$ cat src/rtl/spi_pxfer_pkg.sv
package spi_pxfer_pkg;
  localparam int DATA_BYTES = 8;
  localparam int DATA_W     = DATA_BYTES * 8;

  localparam logic [7:0] CMD_BASE   = 8'h60;
  localparam logic [7:0] OFF_STATUS = 8'hFE;
  localparam logic [7:0] OFF_PAGE   = 8'hFF;
  localparam logic [7:0] OFF_WINDOW = 8'hF0;
  localparam int BUSY_BIT = 7;
  localparam int RACK_BIT = 5;

  typedef enum logic [3:0] {
    ST_IDLE, ST_BUSY_POLL, ST_BUSY_WAIT, ST_PAGE,
    ST_ACCESS, ST_ACK_POLL, ST_ACK_WAIT, ST_FETCH
  } seq_state_e;

  typedef struct packed {
    logic              wr;
    logic [7:0]        off;
    logic [3:0]        nbytes;
    logic [DATA_W-1:0] wdata;
  } frame_t;
endpackage

$ cat src/rtl/spi_bit_shift.sv
module spi_bit_shift #(
  parameter int CLK_DIV = 4
) (
  input  logic       clk_i,
  input  logic       rst_ni,
  input  logic       start_i,
  input  logic [7:0] tx_i,
  input  logic       miso_i,
  output logic       sclk_o,
  output logic       mosi_o,
  output logic       done_o,
  output logic [7:0] rx_o
);
  localparam int DW = (CLK_DIV > 1) ? $clog2(CLK_DIV) : 1;
  localparam logic [DW-1:0] DIV_LAST = DW'(CLK_DIV - 1);

  logic          active_q;
  logic [DW-1:0] div_q;
  logic [2:0]    bit_q;
  logic [7:0]    tx_q, rx_q;

  always_ff @(posedge clk_i or negedge rst_ni) begin
    if (!rst_ni) begin
      active_q <= 1'b0;
      div_q    <= '0;
      bit_q    <= '0;
      tx_q     <= '0;
      rx_q     <= '0;
      sclk_o   <= 1'b0;
      done_o   <= 1'b0;
    end else begin
      done_o <= 1'b0;
      if (start_i && !active_q) begin
        active_q <= 1'b1;
        tx_q     <= tx_i;
        div_q    <= '0;
        bit_q    <= '0;
        sclk_o   <= 1'b0;
      end else if (active_q) begin
        if (div_q == DIV_LAST) begin
          div_q <= '0;
          if (!sclk_o) begin
            sclk_o <= 1'b1;
            rx_q   <= {rx_q[6:0], miso_i};
          end else begin
            sclk_o <= 1'b0;
            tx_q   <= {tx_q[6:0], 1'b0};
            if (bit_q == 3'd7) begin
              active_q <= 1'b0;
              done_o   <= 1'b1;
            end else begin
              bit_q <= bit_q + 3'd1;
            end
          end
        end else begin
          div_q <= div_q + DW'(1);
        end
      end
    end
  end

  assign mosi_o = tx_q[7];
  assign rx_o   = rx_q;
endmodule

$ cat src/rtl/spi_frame_ctl.sv
module spi_frame_ctl
  import spi_pxfer_pkg::*;
(
  input  logic              clk_i,
  input  logic              rst_ni,
  input  logic              start_i,
  input  frame_t            frame_i,
  input  logic              sh_done_i,
  input  logic [7:0]        sh_rx_i,
  output logic              kick_o,
  output logic [7:0]        tx_byte_o,
  output logic              cs_no,
  output logic              done_o,
  output logic [DATA_W-1:0] rdata_o
);
  frame_t            fr_q;
  logic              busy_q;
  logic [3:0]        idx_q;
  logic [3:0]        last_idx;
  logic [2:0]        bsel;
  logic [DATA_W-1:0] rdata_q;

  assign last_idx = fr_q.nbytes + 4'd1;
  assign bsel     = 3'(idx_q - 4'd2);

  always_comb begin
    if (idx_q == 4'd0)      tx_byte_o = CMD_BASE | {7'b0, fr_q.wr};
    else if (idx_q == 4'd1) tx_byte_o = fr_q.off;
    else if (fr_q.wr)       tx_byte_o = fr_q.wdata[{bsel, 3'b000} +: 8];
    else                    tx_byte_o = 8'h00;
  end

  always_ff @(posedge clk_i or negedge rst_ni) begin
    if (!rst_ni) begin
      fr_q    <= '0;
      busy_q  <= 1'b0;
      idx_q   <= '0;
      rdata_q <= '0;
      kick_o  <= 1'b0;
      cs_no   <= 1'b1;
      done_o  <= 1'b0;
    end else begin
      kick_o <= 1'b0;
      done_o <= 1'b0;
      if (start_i && !busy_q) begin
        fr_q    <= frame_i;
        busy_q  <= 1'b1;
        idx_q   <= '0;
        rdata_q <= '0;
        cs_no   <= 1'b0;
        kick_o  <= 1'b1;
      end else if (busy_q && sh_done_i) begin
        if (idx_q >= 4'd2) rdata_q[{bsel, 3'b000} +: 8] <= sh_rx_i;
        if (idx_q == last_idx) begin
          busy_q <= 1'b0;
          cs_no  <= 1'b1;
          done_o <= 1'b1;
        end else begin
          idx_q  <= idx_q + 4'd1;
          kick_o <= 1'b1;
        end
      end
    end
  end

  assign rdata_o = rdata_q;
endmodule

$ cat src/rtl/retry_wait.sv
module retry_wait #(
  parameter int WAIT_CYCLES = 100000
) (
  input  logic clk_i,
  input  logic rst_ni,
  input  logic start_i,
  output logic expire_o
);
  localparam int CW = $clog2(WAIT_CYCLES + 1);

  logic [CW-1:0] cnt_q;
  logic          run_q;

  always_ff @(posedge clk_i or negedge rst_ni) begin
    if (!rst_ni) begin
      cnt_q    <= '0;
      run_q    <= 1'b0;
      expire_o <= 1'b0;
    end else begin
      expire_o <= 1'b0;
      if (start_i) begin
        run_q <= 1'b1;
        cnt_q <= CW'(WAIT_CYCLES - 1);
      end else if (run_q) begin
        if (cnt_q == '0) begin
          run_q    <= 1'b0;
          expire_o <= 1'b1;
        end else begin
          cnt_q <= cnt_q - CW'(1);
        end
      end
    end
  end
endmodule

$ cat src/rtl/spi_paged_xfer.sv
module spi_paged_xfer
  import spi_pxfer_pkg::*;
#(
  parameter int CLK_DIV     = 4,
  parameter int WAIT_CYCLES = 100000,
  parameter int MAX_TRIES   = 10
) (
  input  logic              clk_i,
  input  logic              rst_ni,
  input  logic              req_valid_i,
  output logic              req_ready_o,
  input  logic              req_write_i,
  input  logic [7:0]        req_page_i,
  input  logic [7:0]        req_reg_i,
  input  logic [3:0]        req_len_i,
  input  logic [DATA_W-1:0] req_wdata_i,
  output logic              done_o,
  output logic              err_o,
  output logic [DATA_W-1:0] rdata_o,
  output logic              cs_no,
  output logic              sclk_o,
  output logic              mosi_o,
  input  logic              miso_i
);
  localparam int TW = $clog2(MAX_TRIES + 1);
  localparam logic [TW-1:0] LAST_TRY = TW'(MAX_TRIES - 1);
  localparam frame_t STATUS_RD = '{wr: 1'b0, off: OFF_STATUS, nbytes: 4'd1, wdata: '0};

  seq_state_e        st_q;
  frame_t            fr_q;
  logic              fr_start_q, tmr_start_q;
  logic [TW-1:0]     tries_q;
  logic              wr_q;
  logic [7:0]        page_q, reg_q;
  logic [3:0]        len_q;
  logic [DATA_W-1:0] wdata_q, rdata_q;

  logic              fr_done, tmr_expire, kick, sh_done;
  logic [7:0]        tx_byte, sh_rx;
  logic [DATA_W-1:0] fr_rdata;
  logic              last_try;

  assign last_try = (tries_q == LAST_TRY);

  function automatic frame_t mk_frame(input logic wr, input logic [7:0] off,
                                      input logic [3:0] n, input logic [DATA_W-1:0] d);
    frame_t f;
    f.wr     = wr;
    f.off    = off;
    f.nbytes = n;
    f.wdata  = d;
    return f;
  endfunction

  always_ff @(posedge clk_i or negedge rst_ni) begin
    if (!rst_ni) begin
      st_q        <= ST_IDLE;
      fr_q        <= '0;
      fr_start_q  <= 1'b0;
      tmr_start_q <= 1'b0;
      tries_q     <= '0;
      wr_q        <= 1'b0;
      page_q      <= '0;
      reg_q       <= '0;
      len_q       <= '0;
      wdata_q     <= '0;
      rdata_q     <= '0;
      done_o      <= 1'b0;
      err_o       <= 1'b0;
    end else begin
      fr_start_q  <= 1'b0;
      tmr_start_q <= 1'b0;
      done_o      <= 1'b0;
      err_o       <= 1'b0;
      unique case (st_q)
        ST_IDLE: if (req_valid_i) begin
          wr_q       <= req_write_i;
          page_q     <= req_page_i;
          reg_q      <= req_reg_i;
          len_q      <= req_len_i;
          wdata_q    <= req_wdata_i;
          tries_q    <= '0;
          fr_q       <= STATUS_RD;
          fr_start_q <= 1'b1;
          st_q       <= ST_BUSY_POLL;
        end
        ST_BUSY_POLL: if (fr_done) begin
          if (!fr_rdata[BUSY_BIT]) begin
            fr_q       <= mk_frame(1'b1, OFF_PAGE, 4'd1, {{(DATA_W-8){1'b0}}, page_q});
            fr_start_q <= 1'b1;
            st_q       <= ST_PAGE;
          end else if (last_try) begin
            err_o <= 1'b1;
            st_q  <= ST_IDLE;
          end else begin
            tries_q     <= tries_q + TW'(1);
            tmr_start_q <= 1'b1;
            st_q        <= ST_BUSY_WAIT;
          end
        end
        ST_BUSY_WAIT: if (tmr_expire) begin
          fr_q       <= STATUS_RD;
          fr_start_q <= 1'b1;
          st_q       <= ST_BUSY_POLL;
        end
        ST_PAGE: if (fr_done) begin
          fr_q       <= wr_q ? mk_frame(1'b1, reg_q, len_q, wdata_q)
                             : mk_frame(1'b0, reg_q, 4'd1, '0);
          fr_start_q <= 1'b1;
          st_q       <= ST_ACCESS;
        end
        ST_ACCESS: if (fr_done) begin
          if (wr_q) begin
            done_o <= 1'b1;
            st_q   <= ST_IDLE;
          end else begin
            tries_q    <= '0;
            fr_q       <= STATUS_RD;
            fr_start_q <= 1'b1;
            st_q       <= ST_ACK_POLL;
          end
        end
        ST_ACK_POLL: if (fr_done) begin
          if (fr_rdata[RACK_BIT]) begin
            fr_q       <= mk_frame(1'b0, OFF_WINDOW, len_q, '0);
            fr_start_q <= 1'b1;
            st_q       <= ST_FETCH;
          end else if (last_try) begin
            err_o <= 1'b1;
            st_q  <= ST_IDLE;
          end else begin
            tries_q     <= tries_q + TW'(1);
            tmr_start_q <= 1'b1;
            st_q        <= ST_ACK_WAIT;
          end
        end
        ST_ACK_WAIT: if (tmr_expire) begin
          fr_q       <= STATUS_RD;
          fr_start_q <= 1'b1;
          st_q       <= ST_ACK_POLL;
        end
        ST_FETCH: if (fr_done) begin
          rdata_q <= fr_rdata;
          done_o  <= 1'b1;
          st_q    <= ST_IDLE;
        end
        default: st_q <= ST_IDLE;
      endcase
    end
  end

  assign req_ready_o = (st_q == ST_IDLE);
  assign rdata_o     = rdata_q;

  spi_frame_ctl u_frame (
    .clk_i     (clk_i),
    .rst_ni    (rst_ni),
    .start_i   (fr_start_q),
    .frame_i   (fr_q),
    .sh_done_i (sh_done),
    .sh_rx_i   (sh_rx),
    .kick_o    (kick),
    .tx_byte_o (tx_byte),
    .cs_no     (cs_no),
    .done_o    (fr_done),
    .rdata_o   (fr_rdata)
  );

  spi_bit_shift #(.CLK_DIV(CLK_DIV)) u_shift (
    .clk_i   (clk_i),
    .rst_ni  (rst_ni),
    .start_i (kick),
    .tx_i    (tx_byte),
    .miso_i  (miso_i),
    .sclk_o  (sclk_o),
    .mosi_o  (mosi_o),
    .done_o  (sh_done),
    .rx_o    (sh_rx)
  );

  retry_wait #(.WAIT_CYCLES(WAIT_CYCLES)) u_wait (
    .clk_i    (clk_i),
    .rst_ni   (rst_ni),
    .start_i  (tmr_start_q),
    .expire_o (tmr_expire)
  );
endmodule

$ cat config.mk
export PLATFORM = sky130hd
export DESIGN_NAME = spi_paged_xfer
export DESIGN_NICKNAME = d
export VERILOG_FILES = /design/src/rtl/spi_pxfer_pkg.sv /design/src/rtl/spi_bit_shift.sv /design/src/rtl/spi_frame_ctl.sv /design/src/rtl/retry_wait.sv /design/src/rtl/spi_paged_xfer.sv
export SDC_FILE = /design/constraint.sdc
export NUM_CORES = 1
export LEC_CHECK = 0
export ABC_AREA = 1
export CELL_PAD_IN_SITES_DETAIL_PLACEMENT = 0
export CELL_PAD_IN_SITES_GLOBAL_PLACEMENT = 2
export CORE_ASPECT_RATIO = 0.6
export CORE_MARGIN = 1.5
export CORE_UTILIZATION = 35
export CTS_BUF_LIST = sky130_fd_sc_hd__clkbuf_8
export CTS_CLUSTER_DIAMETER = 60
export DETAILED_ROUTE_END_ITERATION = 8
export DONT_BUFFER_PORTS = 1
export PLACE_DENSITY = 0.74
export REMOVE_ABC_BUFFERS = 1
export SKIP_CTS_REPAIR_TIMING = 1
export SYNTH_ARGS = -nofsm -noshare
export SYNTH_HDL_FRONTEND = slang
export SYNTH_SLANG_ARGS = --single-unit
$ cat constraint.sdc
create_clock -name clk_i -period 2.7 [get_ports clk_i]
set_input_delay 0.54 -clock clk_i [delete_from_list [all_inputs] [get_ports clk_i]]
set_output_delay 0.54 -clock clk_i [all_outputs]
set_load 0.02 [all_outputs]
Yosys cells after proc, flatten, opt, wreduce, memory -nomap -nowiden:

Cells that the tools add are included.

* word-level logic and storage cells: 226
* bits of input ports: 89
* register bits after elaboration: 430
* output and inout port bits: 70

* bitwise logic cells: 2
* shifts and indexed selects: 3
* magnitude comparators: 1
* add/subtract/negate cells: 8
* reduce and logical (&&, ||, !) cells: 31
* eq/ne operators: 29
* mux-type cells: 116

Operator list (count)
* $mux 77: 10
* $pmux 77 s6: 1
* $mux 64: 3
* $mux 4: 19
* $bwmux 64: 1
* $shift 8x8->64 const A: 1
* $shiftx 64x7->8: 1
* $shiftx 8x8->64: 1
* $mux 8: 7
* $mux 1: 53
* $mux 17: 3
* $pmux 4 s8: 1
* $mux 3: 8
* $ne 2x1->1 const B: 12
* $logic_not 17->1: 1
* $sub 17x1->17 const B: 1
* $eq 4x3->1 const B: 4
* $pmux 4 s4: 1
* $reduce_and 8->1: 2
* $reduce_and 2->1: 7
* $reduce_bool 2->1: 7
* $add 4x1->4 const B: 3
* $mux 2: 5
* $ne 2x2->1 const B: 5
* other kinds (23): 33

Depth between registers and ports, before layout:

* depth in word-level cells: 7
* depth in mapped cells: 13
* mapped depth without buffers: 10

By module:

A second synthesis with hierarchy kept.

* cells, all modules: 2173
* area, all modules: 19180.9 um2

By module, submodules not included
* spi_paged_xfer: sequential area each 5930.7 um2, cells each 1040, instances 1, area an instance 9892.0 um2
* spi_frame_ctl: sequential area each 3729.8 um2, cells each 842, instances 1, area an instance 6990.5 um2
* retry_wait: sequential area each 475.5 um2, cells each 172, instances 1, area an instance 1229.9 um2
* spi_bit_shift: sequential area each 600.6 um2, cells each 119, instances 1, area an instance 1068.5 um2

Least setup slack after synthesis:

OpenSTA, ideal clock, no wires.

* path type: flip-flop to flip-flop
* from: register u_frame.idx_q[2]
* to: register u_frame.rdata_q[7], in the netlist u_frame.rdata_o[7]
* arrival: 2.411 ns
* setup time: 0.128 ns
* path slack: 0.161 ns
* period minus slack after synthesis: 2.539 ns
* required time: 2.572 ns
* stages on the path, launching flop included: 14
* path buffers: 3
* cells stage by stage: dfrtp_1 -> clkbuf_1 -> inv_1 -> ha_1 -> clkbuf_1 -> inv_2 -> ha_1 -> clkbuf_1 -> inv_1 -> nand4_1 -> nor2_1 -> nand2_1 -> nand2_1 -> o21ai_0

* longest elaborated chain between the ends: 7
* elaborated cells on any way between the ends: 11
* classes of those cells: 2 x add/sub; 1 x order compare; 2 x shift; 4 x mux; 2 x reduce/logical

Ends and longest elaborated chain
* start: declaration: line spi_frame_ctl.sv:18 `logic [3:0] idx_q;`
* start signal: assignment: line spi_frame_ctl.sv:59 `idx_q <= idx_q + 4'd1;`
* $sub 3x2->3: line spi_frame_ctl.sv:24 `assign bsel = 3'(idx_q - 4'd2);`
* $neg 6->8: line spi_frame_ctl.sv:53 `if (idx_q >= 4'd2) rdata_q[{bsel, 3'b000} +: 8] <= sh_rx_i;`
* $shiftx 8x8->64 / $shift 8x8->64 (equally long branches): line spi_frame_ctl.sv:53
* $bwmux 64: line spi_frame_ctl.sv:53
* $mux 64: line spi_frame_ctl.sv:53
* $mux 64: line spi_frame_ctl.sv:52 `end else if (busy_q && sh_done_i) begin`
* $mux 64: line spi_frame_ctl.sv:45 `if (start_i && !busy_q) begin`
* end signal: indexed assignment: line spi_frame_ctl.sv:53
* end: declaration: line spi_frame_ctl.sv:21 `logic [DATA_W-1:0] rdata_q;`

Several ways; a longest one is shown, not always the timed one. The select of a mux whose other input is x is not followed.
A chain may end at the register's enable or synchronous reset.

Worst setup path after layout:

* from: register u_frame.idx_q[0]
* to: register u_frame.rdata_q[37], in the netlist u_frame.rdata_o[37]

The elaborated chain is that of the path after synthesis.

==> impl_metrics.tcl <==
set metrics [dict create \
    status "finished, violations left" \
    violations "negative hold slack, max-slew violations" \
    syn_area_per_cell_um2 9.53 \
    vias 12800 \
    relSlewSlack_pct -40.8 \
    cts_tree "done" \
    gp_congestion 0.766 \
    synth_enable_flop_cells 0 \
    yosys_register_bits 429 \
    start_util_pct 35.5 \
    first_pass_iters 5 \
    die_area_um2 53000 \
    async_flop_share_pct 100 \
    arrival_ns 2.89 \
    swShare_pct 21.2 \
    irDropWorstVdd_uv 292 \
    r2r-end "u_frame.rdata_o[37]$_DFFE_PN0P_" \
    htreeDepth 3 \
    crit_fanout 11 \
    rsz0062_at_grt "no" \
    fin_total_pwr_mw 12.6 \
    hold_ws_ns -0.337 \
    post-route-util_pct 40.1 \
    ys_types 38 \
    ys_seq_area_share_pct 59.4 \
    postSynthCellCount 1897 \
    leakagePower_nw 9.97 \
    drc 0 \
    clockBufferDepth 3 \
    setup_viol 0 \
    cp-end-kind "flop" \
    slew_viol_final 204 \
    die_h_um 179 \
    dp_slack_ns 0.251 \
    drt_iter0_markers 788 \
    regToRegSetupSlack_ns 0.28 \
    synthesis.area_um2 18100 \
    period_share_pct 89.6 \
    final.setup_skew_ns 0.0275 \
    required_ns 3.17 \
    power_density_nw_per_um2 615 \
    grt_max_degree 430 \
    synth_top_area_share_pct 59.3 \
    critical_path_class "reg2reg" \
    grt_pass1_vias 12700 \
    cts.clk_slew.worst_paths_ns 0.06 \
    fin_nets 2020 \
    regToRegStartpoint "u_frame.idx_q[0]$_DFFE_PN0P_" \
    synth_area_leaders "dfrtp_1 (59%), nand2_1 (12%), mux2_2 (5.3%)" \
    io_buffers 0 \
    fmax_mhz 413 \
    avgViaCountPerCell 4.80 \
    cp_slowest_cell "dfrtp_2" \
    maxCapViolations 0 \
    grt_pass1_wl_um 71700 \
    synth_top_area_cell "dfrtp_1" \
    core_area_um2 50900 \
    ys.flop_type "dfrtp_1" \
    hold_viol_final 245 \
    seqPwrFrac_pct 51.2 \
    multi_input_area_um2 6380 \
    cts_buffers 72 \
    worstSkewPairLatency_ns 0.62 \
    hold_path_class "in2async" \
    power_frac_comb_pct 0 \
    antenna_left 0 \
    die-width_um 296 \
    seq_area_um2 10700 \
    final_layout_size_suffix_gt1_share_pct 14.3 \
    startpoint_type "flop" \
    reg2reg_depth 9 \
    ios 159 \
    fin_ws_ns 0.280 \
    fill_cells 5159 \
    grt.overflow.total 0 \
    rows 64 \
    p_clk_share_pct 48.8 \
    tns_ns 0 \
    synthToLayoutAreaGrowth_pct 13.1 \
    path_cells "inv_1 > ha_1 > ha_1 > nor2_1 > nand4_1 > nor2_2 > inv_1 > nand2_1 > o22ai_1" \
    switchingPower_mw 2.66 \
    intPower_mw 9.91 \
    grt_usage_pct 17.3 \
    fin_crit_ns 2.42 \
    routedWlPerCell_um 16.9 \
    wl_um 44900 \
    worst_slew_pin_slew_ns 2.11 \
    cts-root-buf "clkbuf_8" \
    cpPeakStageDelay_ns 0.50 \
    yosysWarnings 0 \
    cts.sinks 429 \
    dp.final_hpwl_um 29500 \
    antenna_found_initial 2 \
]
[through the flow]
stage          std cells  instance area, µm²
2_1_floorplan       1809               17700
3_3_place_gp        2533               18900
3_5_place_dp        2533               18900
4_1_cts             2659               20400
5_1_grt             2660               20400
6_report            2660               20400
[critical path: cells and delay by family (launching register included)]
kind            cells  cell delay, ns
simple gates        4            0.91
flops               1            0.50
compound gates      1            0.13
buf+inv             2            0.25
fa+ha+maj           2            0.48
[cell usage in the layout, fill, tap and decap left out, drive strengths merged]
cell	Yosys	layout
nand2	565	565
dfrtp	428	428
o21ai	232	232
inv	158	180
nor2	99	99
clkbuf	54	97
mux2	85	85
nand3	73	73
o22ai	60	60
buf	34	31
nand4	20	20
a21oi	19	19
ha	17	17
xnor2	10	10
a22oi	8	8
xor2	7	7
o211ai	7	7
nand3b	5	5
or2	5	5
nor3	4	4
bufinv	0	3
clkinv	0	3
nor3b	2	2
diode	0	1
and3	1	1
and2	1	1
o31ai	1	1
a22o	1	1
clkinvlp	0	1
dfstp	1	1
[metal layers]
| layer | track usage, % | vias to the layer above | share of wire [%] |
|---|---|---|---|
| met2 | 23.9 | 222 | 41 |
| met4 | 4.44 | 0 | 1.7 |
| met5 | 0 | - | 0 |
| met3 | 3.56 | 61 | 4.2 |
| li1 | - | 6220 | - |
| met1 | 27.1 | 6278 | 53 |
[cell usage after synthesis, types with 4 or more instances]
library cell,n
buf_4,13
nand4_1,20
nand3_1,73
a21oi_1,19
nand3b_1,5
o22ai_1,60
buf_2,12
xor2_1,7
o21ai_1,39
ha_1,17
a22oi_1,8
dfrtp_1,428
o211ai_1,7
mux2_2,85
o21ai_0,163
inv_1,150
nor2_2,4
or2_2,4
clkbuf_1,54
o21ai_2,30
buf_1,7
nand2_1,562
inv_2,8
nor2_1,94
xnor2_1,10
[kinds of logic (layout without fill, tap and decap cells)]
group                      Yosys count  after routing  share of synthesized area [%]
muxes                               85             85                           5.30
DFF                                429            429                           59.4
xor gates and xnor gates            17             17                          0.824
other                                0              1                              0
buffers and inverters              246            315                           5.55
and+or+nand+nor                    775            775                           17.4
AOI/OAI and AO/OA                  328            328                           10.4
adders and majority gates           17             17                           1.18
[flip-flops by register name, summed over array words and instances, names as in the netlist, 2 cells and up]
register and cells:
reg_q 8, u_shift.bit_q 3, tries_q 4, u_shift.div_q 2, u_frame.fr_q 77, u_frame.idx_q 4, page_q 8, st_q 3
len_q 4, wdata_q 64, u_frame.rdata_o 64, rdata_o 64, u_shift.tx_q 8, u_wait.cnt_q 17, fr_q 77, u_shift.rx_o 8
[layout make-up]
class                   count  share of cell area (%)
repair buffers             31                    1.57
diodes                      1                  0.0122
inverters                 158                    2.90
clock inverters            29                   0.980
flip-flops and latches    429                    52.5
clock buffers              97                    6.53
multi-input cells        1222                    31.2
well taps                 693                    4.24
[power groups by stage]
stage / clock, mW / combinational, mW / sequential, mW
after floorplan: 0 / 0.00284 / 6.55
after global placement: 0 / 0.00389 / 6.55
after detailed placement: 0 / 0.00402 / 6.55
after CTS: 6.33 / 0.00403 / 6.43
after global routing: 6.65 / 0.00451 / 6.43
final: 6.13 / 0.00424 / 6.43
[worst max-delay path by stage]
| stage | start | end | slack [ns] | depth (start not counted) |
|---|---|---|---|---|
| final | u_frame.idx_q[0]$_DFFE_PN0P_ | u_frame.rdata_o[37]$_DFFE_PN0P_ | 0.28 | 9 |
| after global routing | u_frame.idx_q[0]$_DFFE_PN0P_ | u_frame.rdata_o[37]$_DFFE_PN0P_ | 0.07 | 9 |
| after CTS | u_frame.idx_q[0]$_DFFE_PN0P_ | u_frame.rdata_o[37]$_DFFE_PN0P_ | 0.21 | 9 |
| after detailed placement | u_frame.idx_q[0]$_DFFE_PN0P_ | u_frame.rdata_o[38]$_DFFE_PN0P_ | 0.25 | 9 |
| after global placement | u_frame.idx_q[0]$_DFFE_PN0P_ | u_frame.rdata_o[7]$_DFFE_PN0P_ | 0.36 | 9 |
| after floorplan | fr_start_q$_DFF_PN0_ | u_frame.rdata_o[36]$_DFFE_PN0P_ | -3.00 | 5 |
No activity file was read; power rests on OpenSTA's default activity.
